**src/rtl/fp_fwd_hazard_pkg.sv**
```systemverilog
// Package: shared types for the FP forwarding/stall unit.
// Assumes a 2-bit select consumed by a three-input forwarding mux.
package fp_fwd_hazard_pkg;
    typedef enum logic [1:0] {
        FWD_REGFILE = 2'd0,
        FWD_WB      = 2'd1,
        FWD_MEM     = 2'd2
    } fwd_sel_e;
endpackage

```
**src/rtl/fp_operand_fwd.sv**
```systemverilog
// Module: fp_operand_fwd
// Resolves one operand: compares its address against the memory and
// writeback destinations and picks the youngest enabled producer.
// Assumes addresses are stable for the whole evaluation; purely combinational.
module fp_operand_fwd
    import fp_fwd_hazard_pkg::*;
#(
    parameter int ADDR_W = 5
) (
    input  logic [ADDR_W-1:0] src_addr,
    input  logic              mem_wr_en,
    input  logic [ADDR_W-1:0] mem_dst_addr,
    input  logic              wb_wr_en,
    input  logic [ADDR_W-1:0] wb_dst_addr,
    output fwd_sel_e          sel,
    output logic              mem_hit
);
    logic wb_hit;

    // Qualified address matches for each producing stage.
    always_comb begin
        mem_hit = mem_wr_en && (src_addr == mem_dst_addr);
        wb_hit  = wb_wr_en  && (src_addr == wb_dst_addr);
    end

    // Priority pick: the younger (memory) producer wins over writeback.
    always_comb begin
        if (mem_hit)     sel = FWD_MEM;
        else if (wb_hit) sel = FWD_WB;
        else             sel = FWD_REGFILE;
    end

    // Checks on the select against the raw port inputs.
    always_comb begin
        p_wb_sel_valid_r3: assert (sel != FWD_WB ||
            (wb_wr_en && src_addr == wb_dst_addr &&
             !(mem_wr_en && src_addr == mem_dst_addr)))
            else $error("writeback select without a sole writeback match");
        p_mem_sel_valid_r5: assert (sel != FWD_MEM ||
            (mem_wr_en && src_addr == mem_dst_addr))
            else $error("memory select without enabled memory match");
        p_no_code3_r10: assert (sel != 2'd3)
            else $error("reserved select value produced");
    end
endmodule

```
**src/rtl/fp_stall_detect.sv**
```systemverilog
// Module: fp_stall_detect
// Raises the decode stall when any operand depends on the memory stage
// and the memory-stage result kind is not one that completes in memory.
// Assumes mem_hit bits are already qualified by the write enable.
module fp_stall_detect #(
    parameter int NUM_SRC    = 3,
    parameter int KIND_W     = 3,
    parameter int EARLY_KIND = 4
) (
    input  logic [NUM_SRC-1:0] mem_hit,
    input  logic [KIND_W-1:0]  mem_res_kind,
    output logic               stall
);
    localparam logic [KIND_W-1:0] EarlyCode = KIND_W'(EARLY_KIND);

    logic late_result;

    // Classify whether the memory-stage result is not yet forwardable.
    always_comb late_result = (mem_res_kind != EarlyCode);

    // Stall on any dependent operand facing a late result.
    always_comb stall = late_result && (|mem_hit);

    always_comb begin
        p_stall_late_only_r7: assert (!stall || mem_res_kind != EarlyCode)
            else $error("stall raised for an early result kind");
    end
endmodule

```
**src/rtl/fp_fwd_hazard.sv**
```systemverilog
// Module: fp_fwd_hazard (top)
// Three-operand forwarding select and decode stall for an FP pipeline.
// Assumes one instruction per stage; combinational, no reset needed.
module fp_fwd_hazard
    import fp_fwd_hazard_pkg::*;
#(
    parameter int ADDR_W     = 5,
    parameter int KIND_W     = 3,
    parameter int EARLY_KIND = 4
) (
    input  logic [ADDR_W-1:0] src_x_addr,
    input  logic [ADDR_W-1:0] src_y_addr,
    input  logic [ADDR_W-1:0] src_z_addr,
    input  logic              mem_wr_en,
    input  logic [ADDR_W-1:0] mem_dst_addr,
    input  logic [KIND_W-1:0] mem_res_kind,
    input  logic              wb_wr_en,
    input  logic [ADDR_W-1:0] wb_dst_addr,
    output logic [1:0]        fwd_x_sel,
    output logic [1:0]        fwd_y_sel,
    output logic [1:0]        fwd_z_sel,
    output logic              stall_dec
);
    localparam int NumSrc = 3;

    logic [NumSrc-1:0][ADDR_W-1:0] src_addr;
    fwd_sel_e                      sel   [NumSrc];
    logic [NumSrc-1:0]             mem_hit;

    // Gather the operand addresses into an indexed array.
    always_comb src_addr = {src_z_addr, src_y_addr, src_x_addr};

    // One resolver per operand (R8: independent resolution).
    for (genvar i = 0; i < NumSrc; i++) begin : g_operand
        fp_operand_fwd #(.ADDR_W(ADDR_W)) u_operand (
            .src_addr    (src_addr[i]),
            .mem_wr_en   (mem_wr_en),
            .mem_dst_addr(mem_dst_addr),
            .wb_wr_en    (wb_wr_en),
            .wb_dst_addr (wb_dst_addr),
            .sel         (sel[i]),
            .mem_hit     (mem_hit[i])
        );
    end

    fp_stall_detect #(
        .NUM_SRC   (NumSrc),
        .KIND_W    (KIND_W),
        .EARLY_KIND(EARLY_KIND)
    ) u_stall (
        .mem_hit     (mem_hit),
        .mem_res_kind(mem_res_kind),
        .stall       (stall_dec)
    );

    // Drive the plain-typed select ports.
    always_comb begin
        fwd_x_sel = sel[0];
        fwd_y_sel = sel[1];
        fwd_z_sel = sel[2];
    end

    // Cross-module check: a stall must come from an operand taking memory data.
    always_comb begin
        p_stall_has_cause_r7: assert (!stall_dec ||
            fwd_x_sel == FWD_MEM || fwd_y_sel == FWD_MEM || fwd_z_sel == FWD_MEM)
            else $error("stall without any memory-stage dependence");
        p_wb_never_stalls_r9: assert (!stall_dec || mem_wr_en)
            else $error("stall raised with memory write disabled");
    end
endmodule

```
**config.mk**
```make
export PLATFORM = sky130hd
export DESIGN_NAME = fp_fwd_hazard
export DESIGN_NICKNAME = d
export VERILOG_FILES = /design/src/rtl/fp_fwd_hazard_pkg.sv /design/src/rtl/fp_operand_fwd.sv /design/src/rtl/fp_stall_detect.sv /design/src/rtl/fp_fwd_hazard.sv
export SDC_FILE = /design/constraint.sdc
export NUM_CORES = 1
export LEC_CHECK = 0
export CORE_AREA = 2 2 39 41
export DETAILED_ROUTE_END_ITERATION = 8
export DIE_AREA = 0 0 41 43
export GPL_TIMING_DRIVEN = 0
export PLACE_DENSITY = 0.85
export SYNTH_ARGS = -nofsm -noshare
export SYNTH_HDL_FRONTEND = slang
export SYNTH_SLANG_ARGS = --single-unit
```
**constraint.sdc**
```tcl
create_clock -name vclk -period 1.3
set_input_delay 0.195 -clock vclk [all_inputs]
set_output_delay 0.195 -clock vclk [all_outputs]
set_load 0.05 [all_outputs]
```
# --- Yosys cells after proc, flatten, opt, wreduce, memory -nomap -nowiden ---
# Index checks and enable logic that the tools add are counted.
totals:
  output_inout_bits: 7
  register_bits: 0
  in_bits: 30
classes:
  n_mux: 6
  eq_ne: 7
  n_reduce_logical: 8
ops:
  columns: ["op", "count"]
  rows:
  - ["== test 5 bit", 6]
  - ["logical AND 1 bit", 7]
  - ["2-to-1 mux 2 bit", 3]
  - ["2-to-1 mux 1 bit", 3]
  - ["!= test 3 bit (second input constant)", 1]
  - ["OR reduction 3 bit", 1]

# --- Logic depth before layout (Yosys ltp) ---
depth:
  depth_word: 4
  mapped_depth: 4
  ltp_nobuf: 4

# --- Modules after synthesis ---
# Synthesis repeated with hierarchy kept, for this count alone.
unflattened:
  hier_cells: 51
  hier_area_um2: 416.6
modules_own_cells:
  columns: ["module", "area_each_um2", "n_inst", "cells_per_inst"]
  rows:
  - ["fp_operand_fwd", 132.6, 3, 16]
  - ["fp_stall_detect", 18.8, 1, 3]

# --- Least setup slack after synthesis ---
# Ideal clock, no wire load.
synth_timing:
  path_kind: "input port to output port"
  startpoint: "in wb_dst_addr[1]"
  endpoint: "out fwd_x_sel[0]"
  cell_stages: 4
  arrival_time_ns: 1.339
  required_ns: 1.105
  slack_ns: -0.234
  cell_sequence: "xor2_1 -> nor4_1 -> nand3_1 -> nor2_1"
synth_between:
  elab_chain_len: 4
synth_lines:
  columns: ["element", "line", "text"]
  rows:
  - ["start, declared", "fp_fwd_hazard.sv:18", "input logic [ADDR_W-1:0] wb_dst_addr,"]
  - ["== test 5 bit", "fp_operand_fwd.sv:23", "wb_hit = wb_wr_en && (src_addr == wb_dst_addr);"]
  - ["logical AND 1 bit", "fp_operand_fwd.sv:23", null]
  - ["2-to-1 mux 1 bit", "fp_operand_fwd.sv:29", "else if (wb_hit) sel = FWD_WB;"]
  - ["2-to-1 mux 2 bit", "fp_operand_fwd.sv:28", "if (mem_hit) sel = FWD_MEM;"]
  - ["end, declared", "fp_fwd_hazard.sv:19", "output logic [1:0] fwd_x_sel,"]
# No other way between the ends.

# --- Final worst setup path ---
layout_timing:
  startpoint: "in src_y_addr[2]"
  endpoint: "out stall_dec"
layout_between:
  elab_chain_len: 4
layout_lines:
  columns: ["element", "line", "text"]
  rows:
  - ["start, declared", "fp_fwd_hazard.sv:12", "input logic [ADDR_W-1:0] src_y_addr,"]
  - ["== test 5 bit", "fp_operand_fwd.sv:22", "mem_hit = mem_wr_en && (src_addr == mem_dst_addr);"]
  - ["logical AND 1 bit", "fp_operand_fwd.sv:22", null]
  - ["named net g_operand[1].u_operand.mem_hit", "fp_operand_fwd.sv:16", "output logic mem_hit"]
  - ["OR reduction 3 bit", "fp_stall_detect.sv:22", "always_comb stall = late_result && (|mem_hit);"]
  - ["logical AND 1 bit", "fp_stall_detect.sv:22", null]
  - ["end, declared", "fp_fwd_hazard.sv:22", "output logic stall_dec"]
# The timed path passes the listed nets, and every way through them passes these cells.

==> flow_summary.yaml <==
final_layout:
  utilization_pct: 67.6
  drive_gt1_share_pct: 60.0
  diodes: 0
  fin_nets: 122
  area_growth_pct: 144
  final_area_um2: 936
  seq_area_um2: 0
  nClkBuffers: 0
  seq_cells: 0
detailed_routing:
  dr.pass1.iters: 2
  totalWireLength_um: 1440
  viasPerCell: 4.68
  drt_first_iter_violations: 1
  drc: 0
  ant_nets: 0
  wl_per_cell_um: 13.6
  dr_total_vias: 496
worst_setup_path:
  crit_family: "simple AND/OR/NAND/NOR gates"
  crit_buf_inv: 2
  worstSetupEndpointType: "output port"
  cpMostUsedCell: "buf_8"
  worstPathCellList: "buf_8 > xor2_2 > nor4_2 > and3_4 > o31a_4 > buf_8"
  crit_arrival_ns: 1.32
  criticalPathCategory: "input port to output port"
  cp_slowest_cell: "nor4_2"
  worstPathMaxFanout: 3
  critPathLaunchType: "input port"
  slowest_delay_ns: 0.31
  required_ns: 1.11
sta:
  fmax_ghz: 0.660
  worstMarginPinSlew_ns: 0.259
  fin_ws_ns: -0.215
  min_period_ns: 1.51
  finalHoldViolations: 0
  maxSlewViolCount: 0
  slew-limit-headroom_pct: 82.6
  setup_violations: 7
  rsz0062_at_grt: "yes"
  finalCritPeriodShare_pct: 117
power_and_ir_drop:
  ir_drop_v: 0.000146
  powerDensity_nw_per_um2: 305
  leakage_nw: 0.396
  internal_power_mw: 0.158
  p_comb_share_pct: 100.0
  netSwitchingPower_mw: 0.127
  sw_frac_of_total_pct: 44.6
  p_clk_share_pct: 0
  seqPwrFrac_pct: 0
place:
  place.gp.congestion: 0.775
  dpl.hpwl_um: 1080
  dpl_cell_area_um2: 796
  port_buffers: 37
  dpl_worst_slack_ns: -1.27
hold_path:
  min_to: "fwd_x_sel[0]"
  whs_path_depth: 5
  hold_class: "input port to output port"
  hp-start: "src_x_addr[3]"
run:
  maxCapViolations: 0
logic_synthesis:
  synth_area_per_cell_um2: 7.53
  ys_warn_count: 0
  seq_area_frac_synth_pct: 0
  synth_area_leader_cell: "xor2_1"
  ys_top_cells_by_area: "xor2_1, xnor2_1, nor4_1"
  netlist.area_leader.share_pct: 54.7
  synth_most_common_cell: "xor2_1"
  ys_top_cells_by_count: "xor2_1, nor4_1, xnor2_1, nor2_1"
  netlist-cell-type-count: 9
  syn_nets: 81
  syn_area_um2: 384
  synth_cells: 51
die:
  io-pin-count: 37
  initial_core_util_pct: 27.8
  num_rows: 14
  die_w_um: 41
  die-area_um2: 1760
  core_um2: 1380
  die_h_um: 43
global_route:
  grtUsageMet3_pct: 1.05
  grt_pass1_vias: 503
  grt.busiest_layer: "met2"
  grt_max_degree: 4
  gr-total-overflow: 0
  met2_usage_pct: 30.6
  antenna_found_initial: 0
  grt_pass1_wl_um: 2050
  grt.total_usage_pct: 16.3
  met1_usage_pct: 19.4
outcome:
  status: "complete, but fails checks"
  violations: "setup timing"
clock_tree:
  hold_buffers: 0
kinds of logic after synthesis:
kind of cell	after synthesis	share of synthesized area [%]
simple gates	17	23.5
xor+xnor	30	68.4
compound gates	1	2.28
buf+inv	3	5.86
through the flow:
| stage | hold slack, ns | instances | total power [mW] | setup TNS, ns |
|---|---|---|---|---|
| final | 0.834 | 106 | 0.285 | -0.953 |
| after global routing | 0.871 | 106 | 0.304 | -1.30 |
| after CTS | 0.845 | 104 | 0.249 | -0.907 |
| after detailed placement | 1.64 | 104 | 0.239 | -8.40 |
| after global placement | 1.66 | 104 | 0.236 | -8.32 |
| after floorplan | 0.563 | 51 | 0.0972 | -0.0501 |
what timing repair did:
item / 4_1_cts / 5_1_grt
endpoints found under the hold margin: 0 / 0
buffers inserted: 0 / 2
endpoints found under the setup margin: 7 / 7
pin swaps: 32 / 8
resized for setup: 184 / 19
metal layers:
| metal | routed length, um | vias up | part of all wire [%] |
|---|---|---|---|
| met3 | 87 | 2 | 6.1 |
| met5 | 0 | - | 0 |
| met4 | 10 | 0 | 0.70 |
| met2 | 838 | 23 | 58 |
| met1 | 501 | 226 | 35 |
| li1 | - | 245 | - |
cells in the final DEF, fill, tap and decap left out, types with 2 or more instances in the layout:
cell type and instances:
and3_4 3, buf_2 5, buf_4 4, buf_6 16, buf_8 10, clkdlybuf4s50_1 4
nand3_1 3, nor2_2 2, nor4_2 6, xnor2_1 6, xor2_1 20, xor2_2 4
area by class of cell:
type / count / area, um^2
Multi-Input combinational cell: 48 / 465
Buffer: 3 / 33.8
Timing Repair Buffer: 39 / 417
Tap cell: 16 / 20.0
Fill cell: 112 / 448
power groups by stage:
stage,Combinational [mW],Clock [mW],Sequential (mW)
2_1_floorplan,0.0972,0,0
5_1_grt,0.304,0,0
3_3_place_gp,0.236,0,0
6_report,0.285,0,0
3_5_place_dp,0.239,0,0
4_1_cts,0.249,0,0
worst max-delay path by stage:
stage | from | cells after the start | to
after global routing | src_y_addr[2] | 6 | stall_dec
after global placement | mem_dst_addr[1] | 6 | stall_dec
after detailed placement | mem_dst_addr[1] | 6 | stall_dec
final | src_y_addr[2] | 6 | stall_dec
after CTS | mem_dst_addr[3] | 6 | stall_dec
after floorplan | wb_dst_addr[1] | 4 | fwd_y_sel[0]
tightest hold or removal path, delay by kind of cell:
| family | cells | cell delay (ns) |
|---|---|---|
| AND/OR/NAND/NOR | 2 | 0.16 |
| buffers and inverters | 2 | 0.22 |
| XOR/XNOR | 1 | 0.06 |
No activity file was read; power rests on OpenSTA's default activity.
